## src/rtl/ggc_pkg.sv

```systemverilog
// Shared definitions for the dual-mode boundary cell.
// Assumes two's-complement fixed point with a parameterised fraction width.
package ggc_pkg;
    typedef enum logic [1:0] {
        ST_IDLE = 2'd0,
        ST_ROOT = 2'd1,
        ST_DIV  = 2'd2,
        ST_OUT  = 2'd3
    } cell_state_t;
endpackage

```

## src/rtl/ggc_isqrt.sv

```systemverilog
// Iterative integer square root: one result bit per cycle, MSB first.
// Assumes start is ignored while busy; abort returns the unit to idle.
module ggc_isqrt #(
    parameter int W = 16
) (
    input  logic           clk,
    input  logic           rst_n,
    input  logic           abort,
    input  logic           start,
    input  logic [2*W-1:0] radicand,
    output logic           done,
    output logic [W-1:0]   root
);
    localparam int IW = $clog2(W);

    logic [2*W-1:0] rad_q;
    logic [W-1:0]   root_q;
    logic [IW-1:0]  idx_q;
    logic           busy_q;
    logic           done_q;
    logic [W-1:0]   cand;
    logic [2*W-1:0] cand_sq;

    // Trial root with the current bit set, and its square.
    always_comb begin
        cand    = root_q | (W'(1) << idx_q);
        cand_sq = {{W{1'b0}}, cand} * {{W{1'b0}}, cand};
    end

    // Load on start, then settle one bit per cycle.
    always_ff @(posedge clk) begin
        if (!rst_n || abort) begin
            rad_q  <= '0;
            root_q <= '0;
            idx_q  <= '0;
            busy_q <= 1'b0;
            done_q <= 1'b0;
        end else begin
            done_q <= 1'b0;
            if (start && !busy_q) begin
                rad_q  <= radicand;
                root_q <= '0;
                idx_q  <= IW'(W - 1);
                busy_q <= 1'b1;
            end else if (busy_q) begin
                if (cand_sq <= rad_q) root_q <= cand;
                if (idx_q == '0) begin
                    busy_q <= 1'b0;
                    done_q <= 1'b1;
                end else begin
                    idx_q <= idx_q - 1'b1;
                end
            end
        end
    end

    assign done = done_q;
    assign root = root_q;
endmodule

```

## src/rtl/ggc_qdiv.sv

```systemverilog
// Iterative signed fixed-point divider: quot = num * 2^F / den, truncated
// toward zero, magnitude saturated to the largest positive code.
// Assumes den is nonzero and positive; one quotient bit per cycle.
module ggc_qdiv #(
    parameter int W = 16,
    parameter int F = 13
) (
    input  logic                clk,
    input  logic                rst_n,
    input  logic                abort,
    input  logic                start,
    input  logic signed [W-1:0] num,
    input  logic [W-1:0]        den,
    output logic                done,
    output logic signed [W-1:0] quot
);
    localparam int          IW   = $clog2(W);
    localparam logic [W-1:0] QMAX = {1'b0, {(W-1){1'b1}}};

    logic [W-1:0]   den_q, rem_q, lo_q, q_q, mag, qm;
    logic [IW-1:0]  idx_q;
    logic           busy_q, done_q, neg_q, ovf_q;
    logic [2*W-1:0] dvd;
    logic [W:0]     trial;

    // Operand magnitude and scaled dividend.
    always_comb begin
        mag   = num[W-1] ? (~num + 1'b1) : num;
        dvd   = {{W{1'b0}}, mag} << F;
        trial = {rem_q, lo_q[W-1]};
    end

    // Restoring long division, one quotient bit per cycle.
    always_ff @(posedge clk) begin
        if (!rst_n || abort) begin
            den_q <= '0; rem_q <= '0; lo_q <= '0; q_q <= '0;
            idx_q <= '0; busy_q <= 1'b0; done_q <= 1'b0;
            neg_q <= 1'b0; ovf_q <= 1'b0;
        end else begin
            done_q <= 1'b0;
            if (start && !busy_q) begin
                den_q  <= den;
                neg_q  <= num[W-1];
                ovf_q  <= {{W{1'b0}}, mag} >= ({{W{1'b0}}, den} << (W - F));
                rem_q  <= dvd[2*W-1:W];
                lo_q   <= dvd[W-1:0];
                q_q    <= '0;
                idx_q  <= IW'(W - 1);
                busy_q <= 1'b1;
            end else if (busy_q) begin
                lo_q <= lo_q << 1;
                if (trial >= {1'b0, den_q}) begin
                    rem_q <= W'(trial - {1'b0, den_q});
                    q_q   <= {q_q[W-2:0], 1'b1};
                end else begin
                    rem_q <= trial[W-1:0];
                    q_q   <= {q_q[W-2:0], 1'b0};
                end
                if (idx_q == '0) begin
                    busy_q <= 1'b0;
                    done_q <= 1'b1;
                end else begin
                    idx_q <= idx_q - 1'b1;
                end
            end
        end
    end

    // Saturate magnitude, then restore the sign.
    always_comb begin
        qm   = (ovf_q || q_q[W-1]) ? QMAX : q_q;
        quot = neg_q ? -$signed(qm) : $signed(qm);
    end

    assign done = done_q;
endmodule

```

## src/rtl/givens_gauss_cell.sv

```systemverilog
// Boundary cell of a triangular systolic array. Rotation mode: Givens
// coefficients from stored R and entry X, R takes the rotated norm.
// Elimination mode: multiplier X/R with R frozen as pivot.
// Assumes R is never negative (it is only cleared or set to a root).
module givens_gauss_cell
    import ggc_pkg::*;
#(
    parameter int DW = 16,
    parameter int FW = 13
) (
    input  logic                 clk,
    input  logic                 rst_n,
    input  logic                 clear,
    input  logic                 phase_i,
    input  logic                 x_valid,
    output logic                 x_ready,
    input  logic signed [DW-1:0] x_data,
    output logic                 f_valid,
    input  logic                 f_ready,
    output logic signed [DW-1:0] f_cos,
    output logic signed [DW-1:0] f_sin,
    output logic                 pivot_err
);
    localparam logic [DW-1:0]        VMAX = {1'b0, {(DW-1){1'b1}}};
    localparam logic signed [DW-1:0] ONE  = DW'(1) << FW;

    cell_state_t           state_q;
    logic [DW-1:0]         r_q, root_q, root_sat, xmag, sq_root, den_s;
    logic signed [DW-1:0]  x_q, c_q, s_q, num_s, quot_c, quot_s;
    logic                  elim_q, err_q, accept, sq_start, sq_done;
    logic                  dc_start, ds_start, dc_done, ds_done;
    logic [2*DW-1:0]       radicand;

    // Handshake and datapath operand selection.
    always_comb begin
        x_ready  = (state_q == ST_IDLE) && f_ready;
        accept   = x_valid && x_ready;
        xmag     = x_data[DW-1] ? (~x_data + 1'b1) : x_data;
        radicand = ({{DW{1'b0}}, xmag} * {{DW{1'b0}}, xmag})
                 + ({{DW{1'b0}}, r_q} * {{DW{1'b0}}, r_q});
        root_sat = (sq_root > VMAX) ? VMAX : sq_root;
        sq_start = accept && !phase_i && (x_data != '0);
        dc_start = (state_q == ST_ROOT) && sq_done;
        ds_start = dc_start || (accept && phase_i && (r_q != '0));
        den_s    = (state_q == ST_ROOT) ? root_sat : r_q;
        num_s    = (state_q == ST_ROOT) ? x_q : x_data;
    end

    ggc_isqrt #(.W(DW)) u_root (
        .clk(clk), .rst_n(rst_n), .abort(clear), .start(sq_start),
        .radicand(radicand), .done(sq_done), .root(sq_root)
    );

    ggc_qdiv #(.W(DW), .F(FW)) u_div_cos (
        .clk(clk), .rst_n(rst_n), .abort(clear), .start(dc_start),
        .num($signed(r_q)), .den(root_sat), .done(dc_done), .quot(quot_c)
    );

    ggc_qdiv #(.W(DW), .F(FW)) u_div_sin (
        .clk(clk), .rst_n(rst_n), .abort(clear), .start(ds_start),
        .num(num_s), .den(den_s), .done(ds_done), .quot(quot_s)
    );

    // Sequencing, stored value, factor registers and error flag.
    always_ff @(posedge clk) begin
        if (!rst_n || clear) begin
            state_q <= ST_IDLE;
            r_q     <= '0;
            root_q  <= '0;
            x_q     <= '0;
            c_q     <= '0;
            s_q     <= '0;
            elim_q  <= 1'b0;
            err_q   <= 1'b0;
        end else begin
            case (state_q)
                ST_IDLE: if (accept) begin
                    x_q    <= x_data;
                    elim_q <= phase_i;
                    if (!phase_i) begin
                        if (x_data == '0) begin
                            c_q     <= ONE;
                            s_q     <= '0;
                            state_q <= ST_OUT;
                        end else begin
                            state_q <= ST_ROOT;
                        end
                    end else if (r_q == '0) begin
                        err_q   <= 1'b1;
                        c_q     <= '0;
                        s_q     <= '0;
                        state_q <= ST_OUT;
                    end else begin
                        state_q <= ST_DIV;
                    end
                end
                ST_ROOT: if (sq_done) begin
                    root_q  <= root_sat;
                    state_q <= ST_DIV;
                end
                ST_DIV: if (ds_done) begin
                    c_q     <= elim_q ? '0 : quot_c;
                    s_q     <= quot_s;
                    if (!elim_q) r_q <= root_q;
                    state_q <= ST_OUT;
                end
                ST_OUT: if (f_ready) state_q <= ST_IDLE;
                default: state_q <= ST_IDLE;
            endcase
        end
    end

    assign f_valid   = (state_q == ST_OUT);
    assign f_cos     = c_q;
    assign f_sin     = s_q;
    assign pivot_err = err_q;
    // dc_done finishes in the same cycle as ds_done; only the latter is used.
    logic unused_ok;
    assign unused_ok = dc_done;
endmodule

```

## config.mk

```make
export PLATFORM = sky130hd
export DESIGN_NAME = givens_gauss_cell
export DESIGN_NICKNAME = d
export VERILOG_FILES = /design/src/rtl/ggc_pkg.sv /design/src/rtl/ggc_isqrt.sv /design/src/rtl/ggc_qdiv.sv /design/src/rtl/givens_gauss_cell.sv
export SDC_FILE = /design/constraint.sdc
export NUM_CORES = 2
export LEC_CHECK = 0
export BUFFER_PORTS_ARGS = -buffer_cell sky130_fd_sc_hd__buf_2
export CAP_MARGIN = 15
export CORE_UTILIZATION = 55
export DETAILED_ROUTE_END_ITERATION = 10
export PLACE_DENSITY = 0.71
export RECOVER_POWER = 25
export SYNTH_ARGS = -nofsm -noshare
export SYNTH_HDL_FRONTEND = slang
export SYNTH_HIERARCHICAL = 1
export SYNTH_SLANG_ARGS = --single-unit
```

## constraint.sdc

```tcl
create_clock -name clk -period 25 [get_ports clk]
set_input_delay 3.75 -clock clk [delete_from_list [all_inputs] [get_ports clk]]
set_output_delay 3.75 -clock clk [all_outputs]
set_load 0.02 [all_outputs]
```

==> flow_metrics.py <==
metrics = {
    "run_status": {
        "status": "complete, but fails checks",
        "violations": "capacitance limit, slew limit",
    },
    "die": {
        "die_w_um": 262,
        "core_um2": 66200,
        "dieArea_um2": 68500,
        "die_h_um": 262,
        "row_count": 94,
        "num_io_pins": 57,
        "start_util": 0.561,
    },
    "finish": {
        "layout.cell_area.non_filler_um2": 39300,
        "multiInputGateArea_um2": 28000,
        "mostFrequentLayoutCell": "inv_1",
        "fillers": 5977,
        "final_cell_count_no_fill": 5285,
        "final_cell_mix": "inv_1, fa_1, nand2_1, ha_1, nor2_1",
        "fin_nets": 5356,
        "drive_above_1_share": 0.0548,
        "syn2layout_area_growth_pct": 5.79,
        "ff_latch_area_um2": 5110,
    },
    "min_path": {
        "hold_path_class": "flip-flop to flip-flop",
    },
    "grt": {
        "antenna_found_initial": 3,
        "grt_max_degree": 85,
        "grt_pass1_vias": 29100,
        "overflow": 0,
        "grt_pass1_wl_um": 154000,
        "grt_usage": 0.284,
    },
    "route": {
        "top_layer": "met5",
        "drt-initial-drc-count": 2281,
        "drc_errors": 0,
        "wl_met1_um": 41200,
        "drt-vias-per-instance": 5.51,
        "routed_wl_um": 94500,
        "ant_nets": 0,
        "route.met3.wl_um": 6620,
        "wl_per_cell_um": 17.9,
        "drtPass1Iterations": 6,
        "wl_met2_um": 44000,
        "vias": 29100,
    },
    "timing": {
        "fin_crit_ns": 12.80,
        "rsz0062_at_grt": "false",
        "maxSlewHeadroom": -1.28,
        "final.setup.tns_ns": 0,
        "drv_slew": 119,
        "worstMarginPinSlew_ns": 3.42,
        "finClkSkew_ns": 0.0249,
        "finalHoldViolations": 0,
        "period_share": 0.512,
        "setup_violations": 0,
        "fin_ws_ns": 12.20,
        "fmax_mhz": 78.1,
    },
    "synth": {
        "synth.avg_cell_area_um2": 8.43,
        "syn-cell-area_um2": 37100,
        "ys_warn_count": 6,
        "syn_inst": 4403,
    },
    "critical_path": {
        "endpoint_kind": "flip-flop",
        "start_kind": "primary input",
        "required_ns": 25.51,
        "crit_path_max_fanout": 17,
        "arrival_ns": 13.31,
        "worst_path_largest_cell_delay_ns": 0.80,
        "critPathKind": "primary input to flip-flop",
        "crit_path_top_delay_cell": "clkinv_1",
        "cp_common_cell": "fa_1",
    },
    "clocking": {
        "post_cts_resized": 0,
        "tritoncts": "built",
        "clk-insertion-delay-late_ns": 0.60,
        "cts-htree-levels": 1,
        "cts_setup_buffers": 0,
        "root_buffer": "clkbuf_16",
        "clockBufferDepth": 3,
        "cts_buffers": 30,
        "cts_hold_buf": 0,
        "cts.sinks": 255,
        "cts.clk_slew.worst_paths_ns": 0.06,
    },
    "placement": {
        "place_ws_ns": 11.82,
        "placed_cells_incl_taps": 5224,
        "placed_cell_area_um2": 38200,
        "hpwl_um": 76900,
        "port_buffers": 56,
        "gp_congestion": 0.964,
    },
    "flow_run": {
        "max_cap_viol_count": 2,
    },
    "power": {
        "ir_drop_uv": 454,
        "p_leak_nw": 19.2,
        "powerDensity_nw_per_um2": 108,
        "p_total_mw": 4.23,
    },
}
==> area by class of cell <==
| cell class | count | area share |
|---|---|---|
| Clock inverter | 14 | 0.00456 |
| Clock buffer | 42 | 0.0220 |
| Inverter | 897 | 0.0857 |
| Sequential cell | 255 | 0.130 |
| Tap cell | 864 | 0.0275 |
| Timing Repair Buffer | 105 | 0.0167 |
| Multi-Input combinational cell | 3104 | 0.713 |
| Antenna cell | 4 | 0.000255 |
==> flip-flops by register name, summed over array words and instances (netlist names), 2 cells and up <==
| register | cells |
|---|---|
| u_div_sin/lo_q | 3 |
| u_root/rad_q | 32 |
| u_root/root | 16 |
| u_div_cos/q_q | 16 |
| u_div_sin/idx_q | 4 |
| u_div_sin/den_q | 16 |
| u_div_cos/lo_q | 3 |
| f_sin | 16 |
| f_cos | 16 |
| state_q | 2 |
| u_div_sin/q_q | 16 |
| root_q | 16 |
| u_div_cos/idx_q | 4 |
| u_div_sin/rem_q | 16 |
| u_root/idx_q | 4 |
| r_q | 16 |
| u_div_cos/rem_q | 16 |
| x_q | 16 |
| u_div_cos/den_q | 16 |
==> where the power goes <==
part | switching [mW] | total (mW) | internal (mW) | leakage [nW]
sequential | 0.00431 | 0.420 | 0.415 | 2.06
combinational | 1.90 | 3.35 | 1.45 | 16.6
clock | 0.186 | 0.460 | 0.273 | 0.512
total | 2.09 | 4.23 | 2.13 | 19.2
==> through the flow <==
step / hold slack, ns / utilization
3_3_place_gp: 0.436 / 0.577
6_report: 0.437 / 0.593
4_1_cts: 0.430 / 0.593
3_5_place_dp: 0.440 / 0.577
2_1_floorplan: 0.427 / -
5_1_grt: 0.457 / 0.593
==> worst max-delay path: cells and delay by family <==
kind / cells / cell delay (ns)
buf+inv: 6 / 1.54
simple gates: 5 / 1.00
compound gates: 6 / 1.52
fa+ha+maj: 10 / 4.44
xor+xnor: 3 / 1.06
==> path summary, 6_finish.rpt <==
kind / start / endpoint / slack, ns / cells past startpoint
hold reg to reg: root_q[6]$_SDFFE_PP0P_ / r_q[6]$_SDFFE_PP0P_ / 0.44 / 2
setup / recovery: x_data[0] / u_root/rad_q[29]$_SDFFE_PP0P_ / 12.20 / 30
hold / removal: root_q[6]$_SDFFE_PP0P_ / r_q[6]$_SDFFE_PP0P_ / 0.44 / 2
setup reg to reg: u_root/idx_q[2]$_SDFFE_PP0P_ / u_root/root[6]$_SDFFE_PP0P_ / 15.29 / 29
==> routing by layer <==
metal | GRT usage | vias to the layer above
met1 | 0.393 | 14200
met4 | 0.0756 | 2
met5 | 0 | -
li1 | - | 13900
met2 | 0.465 | 879
met3 | 0.0417 | 149
Power figures use the tool's default switching activity.
